### src/rtl/cdr_lock_pkg.sv
package cdr_lock_pkg;
   typedef enum logic [1:0] {
      ST_AUTO_REF  = 2'd0,
      ST_AUTO_DATA = 2'd1,
      ST_MAN_REF   = 2'd2,
      ST_MAN_DATA  = 2'd3
   } cdr_state_e;

   function automatic int ns_to_cycles(input longint ns, input longint hz);
      return int'((ns * hz + 64'd999_999_999) / 64'd1_000_000_000);
   endfunction
endpackage

### src/rtl/cdr_sync.sv
module cdr_sync #(
   parameter int WIDTH  = 5,
   parameter int STAGES = 2
) (
   input  logic             clk,
   input  logic             arst_n,
   input  logic [WIDTH-1:0] async_i,
   output logic [WIDTH-1:0] sync_o
);
   if (STAGES < 2) begin : g_bad_stages
      $error("cdr_sync: STAGES must be at least 2");
   end

   logic [WIDTH-1:0] stage_q [STAGES];

   for (genvar s = 0; s < STAGES; s++) begin : g_stage
      always_ff @(posedge clk or negedge arst_n) begin
         if (!arst_n) begin
            stage_q[s] <= '0;
         end else begin
            if (s == 0) stage_q[s] <= async_i;
            else        stage_q[s] <= stage_q[(s == 0) ? 0 : s-1];
         end
      end
   end

   assign sync_o = stage_q[STAGES-1];
endmodule

### src/rtl/cdr_lock_fsm.sv
module cdr_lock_fsm
   import cdr_lock_pkg::*;
#(
   parameter int QUAL_CYCLES   = 4,
   parameter int SETTLE_CYCLES = 8
) (
   input  logic clk,
   input  logic arst_n,
   input  logic sd_i,
   input  logic fl_i,
   input  logic pl_i,
   input  logic fr_i,
   input  logic fd_i,
   output logic ltd_o,
   output logic locked_o
);
   localparam int QW = $clog2(QUAL_CYCLES + 1);

   if (QUAL_CYCLES < 1) begin : g_bad_qual
      $error("cdr_lock_fsm: QUAL_CYCLES must be at least 1");
   end
   if (SETTLE_CYCLES < 0) begin : g_bad_settle
      $error("cdr_lock_fsm: SETTLE_CYCLES must not be negative");
   end

   cdr_state_e st_q, st_d;
   logic [QW-1:0] qual_q;
   logic          all_ok, qual_done, settled;

   assign all_ok    = sd_i & fl_i & pl_i;
   assign qual_done = all_ok && (qual_q == QW'(QUAL_CYCLES - 1));

   always_comb begin
      st_d = st_q;
      if (fd_i) begin
         st_d = ST_MAN_DATA;
      end else if (fr_i) begin
         st_d = ST_MAN_REF;
      end else begin
         unique case (st_q)
            ST_AUTO_REF:  st_d = qual_done ? ST_AUTO_DATA : ST_AUTO_REF;
            ST_AUTO_DATA: st_d = all_ok ? ST_AUTO_DATA : ST_AUTO_REF;
            default:      st_d = ST_AUTO_REF;
         endcase
      end
   end

   always_ff @(posedge clk or negedge arst_n) begin
      if (!arst_n) begin
         st_q   <= ST_AUTO_REF;
         qual_q <= '0;
      end else begin
         st_q <= st_d;
         if (st_q == ST_AUTO_REF && all_ok && !fd_i && !fr_i && !qual_done)
            qual_q <= qual_q + QW'(1);
         else
            qual_q <= '0;
      end
   end

   if (SETTLE_CYCLES == 0) begin : g_no_settle
      assign settled = 1'b1;
   end else begin : g_settle
      localparam int SW = $clog2(SETTLE_CYCLES + 1);
      logic [SW-1:0] settle_q;
      always_ff @(posedge clk or negedge arst_n) begin
         if (!arst_n)
            settle_q <= '0;
         else if (st_q != ST_MAN_DATA)
            settle_q <= '0;
         else if (settle_q != SW'(SETTLE_CYCLES))
            settle_q <= settle_q + SW'(1);
      end
      assign settled = (settle_q == SW'(SETTLE_CYCLES));
   end

   assign ltd_o    = (st_q == ST_AUTO_DATA) || (st_q == ST_MAN_DATA);
   assign locked_o = (st_q == ST_AUTO_DATA) || ((st_q == ST_MAN_DATA) && settled);


   man_data_chk: assert property (@(posedge clk) disable iff (!arst_n)
      fd_i |=> (st_q == ST_MAN_DATA));


   man_ref_chk: assert property (@(posedge clk) disable iff (!arst_n)
      (fr_i && !fd_i) |=> (st_q == ST_MAN_REF));


   handover_chk: assert property (@(posedge clk) disable iff (!arst_n)
      (st_q == ST_AUTO_DATA && $past(st_q) == ST_AUTO_REF) |-> $past(all_ok));


   fallback_chk: assert property (@(posedge clk) disable iff (!arst_n)
      (st_q == ST_AUTO_DATA && !all_ok && !fd_i && !fr_i) |=> (st_q == ST_AUTO_REF));
endmodule

### src/rtl/cdr_rst_hold.sv
module cdr_rst_hold #(
   parameter int HOLD_CYCLES = 200
) (
   input  logic clk,
   input  logic arst_n,
   input  logic locked_i,
   output logic rst_o
);
   localparam int HW = $clog2(HOLD_CYCLES + 1);

   if (HOLD_CYCLES < 1) begin : g_bad_hold
      $error("cdr_rst_hold: HOLD_CYCLES must be at least 1");
   end

   logic [HW-1:0] hold_q;

   always_ff @(posedge clk or negedge arst_n) begin
      if (!arst_n)
         hold_q <= '0;
      else if (!locked_i)
         hold_q <= '0;
      else if (hold_q != HW'(HOLD_CYCLES))
         hold_q <= hold_q + HW'(1);
   end

   assign rst_o = (hold_q != HW'(HOLD_CYCLES));


   rearm_chk: assert property (@(posedge clk) disable iff (!arst_n)
      !locked_i |=> rst_o);


   release_chk: assert property (@(posedge clk) disable iff (!arst_n)
      $fell(rst_o) |-> $past(locked_i));


   hold_bound_chk: assert property (@(posedge clk) disable iff (!arst_n)
      hold_q <= HW'(HOLD_CYCLES));
endmodule

### src/rtl/cdr_lock_ctrl.sv
module cdr_lock_ctrl
   import cdr_lock_pkg::*;
#(
   parameter int CLK_FREQ_HZ   = 50_000_000,
   parameter int HOLD_NS       = 4000,
   parameter int SYNC_STAGES   = 2,
   parameter int QUAL_CYCLES   = 4,
   parameter int SETTLE_CYCLES = 8
) (
   input  logic clk,
   input  logic arst_n,
   input  logic sig_det_i,
   input  logic freq_lock_i,
   input  logic phase_lock_i,
   input  logic force_ref_i,
   input  logic force_data_i,
   output logic lock_to_data_o,
   output logic locked_to_data_o,
   output logic rx_dig_rst_o
);
   localparam int HOLD_CYCLES = ns_to_cycles(longint'(HOLD_NS), longint'(CLK_FREQ_HZ));
   localparam int NIN = 5;

   if (CLK_FREQ_HZ < 1 || HOLD_NS < 1) begin : g_bad_time
      $error("cdr_lock_ctrl: CLK_FREQ_HZ and HOLD_NS must be positive");
   end

   logic [NIN-1:0] raw, syn;
   logic           locked;

   assign raw = {force_data_i, force_ref_i, phase_lock_i, freq_lock_i, sig_det_i};

   cdr_sync #(.WIDTH(NIN), .STAGES(SYNC_STAGES)) u_sync (
      .clk    (clk),
      .arst_n (arst_n),
      .async_i(raw),
      .sync_o (syn)
   );

   cdr_lock_fsm #(.QUAL_CYCLES(QUAL_CYCLES), .SETTLE_CYCLES(SETTLE_CYCLES)) u_fsm (
      .clk     (clk),
      .arst_n  (arst_n),
      .sd_i    (syn[0]),
      .fl_i    (syn[1]),
      .pl_i    (syn[2]),
      .fr_i    (syn[3]),
      .fd_i    (syn[4]),
      .ltd_o   (lock_to_data_o),
      .locked_o(locked)
   );

   cdr_rst_hold #(.HOLD_CYCLES(HOLD_CYCLES)) u_hold (
      .clk     (clk),
      .arst_n  (arst_n),
      .locked_i(locked),
      .rst_o   (rx_dig_rst_o)
   );

   assign locked_to_data_o = locked;
endmodule

### config.mk
export PLATFORM = sky130hd
export DESIGN_NAME = cdr_lock_ctrl
export DESIGN_NICKNAME = d
export VERILOG_FILES = /design/src/rtl/cdr_lock_pkg.sv /design/src/rtl/cdr_sync.sv /design/src/rtl/cdr_lock_fsm.sv /design/src/rtl/cdr_rst_hold.sv /design/src/rtl/cdr_lock_ctrl.sv
export SDC_FILE = /design/constraint.sdc
export NUM_CORES = 1
export LEC_CHECK = 0
export ABC_AREA = 1
export BUFFER_PORTS_ARGS = -buffer_cell sky130_fd_sc_hd__buf_2
export CORE_MARGIN = 2
export CORE_UTILIZATION = 50
export DETAILED_ROUTE_END_ITERATION = 16
export GPL_TIMING_DRIVEN = 0
export PLACE_DENSITY = 0.73
export SYNTH_ARGS = -nofsm -noshare
export SYNTH_HDL_FRONTEND = slang
export SYNTH_SLANG_ARGS = --single-unit
### constraint.sdc
create_clock -name clk -period 2.2 [get_ports clk]
set_input_delay 0.33 -clock clk [delete_from_list [all_inputs] [get_ports clk]]
set_output_delay 0.33 -clock clk [all_outputs]
set_load 0.03 [all_outputs]
# Yosys cells after proc, flatten, opt, wreduce, memory -nomap -nowiden
# Index checks and enable logic that the tools add are counted.
word_totals:
  input_bits: 7
  register_bits: 27
  word_cells: 42
  output_inout_bits: 3
op_classes:
  eq_ne: 8
  add_sub_neg: 3
  n_bitwise: 2
  mux: 10
  reduce_logical: 13
ops:
  columns: ["op", "n"]
  rows:
  - ["8-bit two-way mux", 2]
  - ["8-bit by 1-bit adder with 8-bit output (second input constant)", 1]
  - ["4-bit two-way mux", 2]
  - ["8-bit inequality test (second input constant)", 1]
  - ["1-bit logical AND", 6]
  - ["4-bit by 1-bit adder with 4-bit output (second input constant)", 1]
  - ["4-bit == test (second input constant)", 1]
  - ["2-bit two-way mux", 2]
  - ["2-bit inequality test (second input constant)", 2]
  - ["4-bit inequality test (second input constant)", 1]
  - ["2-bit one-hot mux with 2 select lines", 1]
  - ["3-bit by 1-bit adder with 3-bit output (second input constant)", 1]
  - ["3-bit by 2-bit == test with 1-bit output (second input constant)", 1]
  - ["1-bit logical NOT", 3]
  - ["3-bit two-way mux", 1]
  - ["1-bit bitwise AND", 2]
  - ["2-bit by 1-bit == test with 1-bit output (second input constant)", 1]
  - ["2-bit == test (second input constant)", 1]
  - ["2-bit logical NOT", 1]
  - ["1-bit logical OR", 2]
  - ["1-bit two-way mux", 2]
  - ["2-bit nonzero test", 1]

# Logic depth before layout (Yosys ltp)
logic_depth:
  depth_word: 7
  ltp_mapped: 8
  mapped_depth_nobuf: 8

# Hierarchy
# From an unflattened synthesis, not the netlist that was laid out.
hier_totals:
  cells_unflattened: 135
  hier_area_um2: 1244.9
modules_own_cells:
  columns: ["mod", "n_inst", "seq_area_each_um2", "cells_per_inst", "area_each_um2"]
  rows:
  - ["cdr_lock_fsm", 1, 225.2, 58, 496.7]
  - ["cdr_rst_hold", 1, 200.2, 62, 460.4]
  - ["cdr_sync", 1, 250.2, 15, 287.8]

# Worst setup path before layout
# Ideal clock, no wire load.
synth_path:
  kind: "reg2out"
  startpoint: "reg u_hold.hold_q[0]"
  endpoint: "out rx_dig_rst_o"
  arrival_ns: 0.987
  slack_ns: 0.883
  required_time_ns: 1.870
  n_path_buf: 0
  path_stages_with_launch: 6
  cell_sequence: "dfrtp_1 -> inv_1 -> ha_1 -> nand3_1 -> inv_1 -> nand2_1"
synth_between:
  elab_chain_cells: 1
synth_rtl:
  columns: ["element", "line_no", "source"]
  rows:
  - ["start, declared", "cdr_rst_hold.sv:15", "logic [HW-1:0] hold_q;"]
  - ["start signal, assigned", "cdr_rst_hold.sv:23", "hold_q <= hold_q + HW'(1);"]
  - ["8-bit inequality test", "cdr_rst_hold.sv:26", "assign rst_o = (hold_q != HW'(HOLD_CYCLES));"]
  - ["end, declared", "cdr_lock_ctrl.sv:19", "output logic rx_dig_rst_o"]
# No other way between the ends.

# Worst setup path after layout
layout_path:
  startpoint: "reg u_fsm.g_settle.settle_q[0]"
  endpoint: "out locked_to_data_o"
layout_between:
  elab_chain_cells: 3
layout_rtl:
  columns: ["element", "line_no", "source"]
  rows:
  - ["start, declared", "cdr_lock_fsm.sv:65", "logic [SW-1:0] settle_q;"]
  - ["start signal, assigned", "cdr_lock_fsm.sv:72", "settle_q <= settle_q + SW'(1);"]
  - ["4-bit == test", "cdr_lock_fsm.sv:74", "assign settled = (settle_q == SW'(SETTLE_CYCLES));"]
  - ["1-bit logical AND", "cdr_lock_fsm.sv:78", "assign locked_o = (st_q == ST_AUTO_DATA) || ((st_q == ST_MAN_DATA) && settled);"]
  - ["1-bit logical OR", "cdr_lock_fsm.sv:78", null]
  - ["end, declared", "cdr_lock_ctrl.sv:18", "output logic locked_to_data_o,"]
# No other way between the ends.

==> summary.md <==
| Metric | Value |
|---|---|
| Status | finished, final reports clean |
| Initial antenna violation count | 0 |
| Site Rows | 17 |
| Crit-path cells | inv_1, ha_1, nand2_1, inv_2, nand2_4, nand2_8, buf_2 |
| I/O Pins | 10 |
| Vias in the first global route | 773 |
| Initial Util | 0.529 |
| Hold WC Path Type | primary input to register |
| Clk sink count | 27 |
| Pwr dens | 603 nW/um2 |
| Worst skew pair latency | 320 ps |
| Gr busiest metal | met2 |
| Longest Clk Path Bufs | 2 |
| Leading area contributor after synthesis | dfrtp_1 |
| Overall power | 0.782 mW |
| Worst Tran Pin Value | 572 ps |
| CTS Buf Count | 3 |
| 1st-pass router iterations | 4 |
| Post-synth top area share | 0.572 |
| Max-slew headroom | 0.619 |
| Critical path class | register to primary output |
| Total of max-cap violations | 0 |
| Crit end category | primary output |
| Synth Register Bits | 27 |
| Synth area leaders | dfrtp_1, nand3_1, ha_1 |
| Final Hold Fails | 0 |
| Synth Net Count | 135 |
| Pleak | 0.665 nW |
| Yosys cell types | 20 |
| Clock skew | 6.31 ps |
| Final Instance Area | 1300 um2 |
| RSZ-0062 raised after global routing | no |
| CP Launch Type | register |
| Slowest CP cell | dfrtp_1 |
| Drt wl/cell | 10.4 um |
| CTS clock-pin slew for the worst setup and hold paths | 140 ps |
| Synth cell count leaders | dfrtp_1, inv_1, nand2_1 |
| Final #Nets | 150 |
| Post-synth EDFFs | 0 |
| Crit-path max cell delay | between 400 and 500 ps |
| Routing usage on met3 | 0.0343 |
| Primary FF master, synth | dfrtp_1 |
| Routed WL | 1700 um |
| Die W | 52.6 um |
| Util after Layout | 0.581 |
| Final min period | 1840 ps |
| FILL cells | 210 |
| Area of the multi-input gates | 423 um2 |
| PortBufs | 9 |
| Initial DRC Count | 5 |
| Clock root cell | clkbuf_4 |
| Share of layout cells above drive strength 1 | 0.162 |
| Cells after Synth | 122 |
| # Post-CTS Setup Buffers | 0 |
| Reg area | 676 um2 |
| Final worst-path cycle share | 0.836 |
| GRT Overall Usage | 0.153 |
| VDD IR max | ~0.45 mV |
| Fmax | 544 MHz |
| TritonCTS clock tree | yes |
| Yosys synthesis warning count | 0 |
| Final ANT Viol Nets | 0 |
| Vias | approximately 790 |
| Met1 global-route usage | 0.174 |
| Placed cell areas | 1260 um2 |
| Fin. max-slew vios | 0 |
| Most frequent cell after synthesis | dfrtp_1 |
| Antenna Cells | 0 |
| Htree depth | 1 |
| Layout Area Growth over Synthesis | 9.85% |
| Die area | approximately 2800 um2 |
| Final setup vio count | 0 |
| Gpl congestion | about 0.74 |
| GR Util met2 | 0.260 |
| Mean Syn Cell Area | 9.68 um2 |
| Via density | 4.84 |
| Async SR Flop Fraction | 1.00 |
| Setup TNS | 0 ps |
| Post_cts resized | 0 |
| Cells on worst reg2reg path | 5 |
| Worst hold path depth | 1 |
| DRC | 0 |
| Synth Cell Area | 1180 um2 |
| Sequential share of the synthesized area | 0.572 |
| First-pass GRT wire length | roughly 3000 um |
| Die Ht | around 53 um |
| Critical Path Fanout Max | 9 |
| Hold Buf Count CTS | 1 |
| Arr. time, crit path | 1510 ps |
| DP HPWL | around 1300 um |
| Total core area | 2230 um2 |
| Largest net degree at the start of global routing | 28 |
| Critical Path RT | 1870 ps |
| GRT overflow | 0 |
## layout make-up
| class | count | share of cell area |
|---|---|---|
| Inverter | 21 | 0.0608 |
| Sequential cell | 27 | 0.521 |
| Tap cell | 28 | 0.0270 |
| Multi-Input combinational cell | 73 | 0.326 |
| Clock buffer | 4 | 0.0203 |
| Timing Repair Buffer | 10 | 0.0424 |
| Buffer | 1 | 0.00289 |
## state kept, by name (all words and copies together), names as in the netlist
name and flops:
u_fsm.g_settle.settle_q 4, u_fsm.qual_q 3, u_fsm.st_q 2, u_hold.hold_q 8, u_sync.stage_q 5, u_sync.sync_o 5
## final timing paths
kind,from,end,slack [ps]
max in group asynchronous,arst_n,u_sync.stage_q[8]$_DFF_PN0_,1300
min in group asynchronous,arst_n,u_fsm.st_q[0]$_DFF_PN0_,520
setup reg to reg,u_fsm.qual_q[0]$_DFF_PN0_,u_fsm.qual_q[0]$_DFF_PN0_,960
setup / recovery,u_fsm.g_settle.settle_q[0]$_DFFE_PN0N_,locked_to_data_o,360
hold / removal,sig_det_i,u_sync.stage_q[5]$_DFF_PN0_,100
hold reg to reg,u_sync.stage_q[6]$_DFF_PN0_,u_sync.sync_o[1]$_DFF_PN0_,360
## power by group
group / total [mW] / switching, mW / internal (mW)
registers: 0.521 / 0.00916 / 0.512
logic: 0.0494 / 0.0320 / 0.0174
clock network: 0.212 / 0.141 / 0.0711
total: 0.782 / 0.182 / 0.600
## cell usage in the layout, fill, tap and decap left out
cell	count
dfrtp_1	27
nand2_8	1
buf_2	9
nand2_2	1
a21oi_1	2
clkbuf_1	2
clkbuf_4	3
nor2_1	14
nor2_4	1
nand4_1	1
xor2_1	3
nand2_1	18
o21ai_1	1
inv_2	2
nor2_2	3
inv_1	19
xnor2_1	1
nand3_1	16
a21oi_2	1
dlygate4sd3_1	1
o21ai_0	3
ha_1	6
nand2_4	1
## stage by stage
stage / hold WS (ps) / setup slack (ps) / cells
after CTS: 86.4 / 331 / 164
after global routing: 77.6 / 240 / 164
final: 96.7 / 360 / 164
after detailed placement: 336 / 708 / 159
after global placement: 331 / 754 / 159
after floorplan: 34.4 / 883 / 122
## layer usage
metal,share of wire,vias up
li1,-,407
met1,0.43,369
met2,0.51,12
met3,0.033,5
met4,0.023,0
met5,0,-
## kinds of logic after synthesis
| logic type | share of synthesized area |
|---|---|
| AOI/OAI and AO/OA | 0.0328 |
| xor gates and xnor gates | 0.0297 |
| adders and majority gates | 0.0636 |
| buffers and inverters | 0.0699 |
| DFF | 0.572 |
| and+or+nand+nor | 0.232 |
## worst max-delay path, delay by kind of cell (launching register included)
family / cells / cell delay (ps)
adders and majority gates: 1 / 160
buffers and inverters: 3 / 350
DFF: 1 / 440
and+or+nand+nor: 3 / 230
Note: power is estimated with default switching activity, not from simulation.
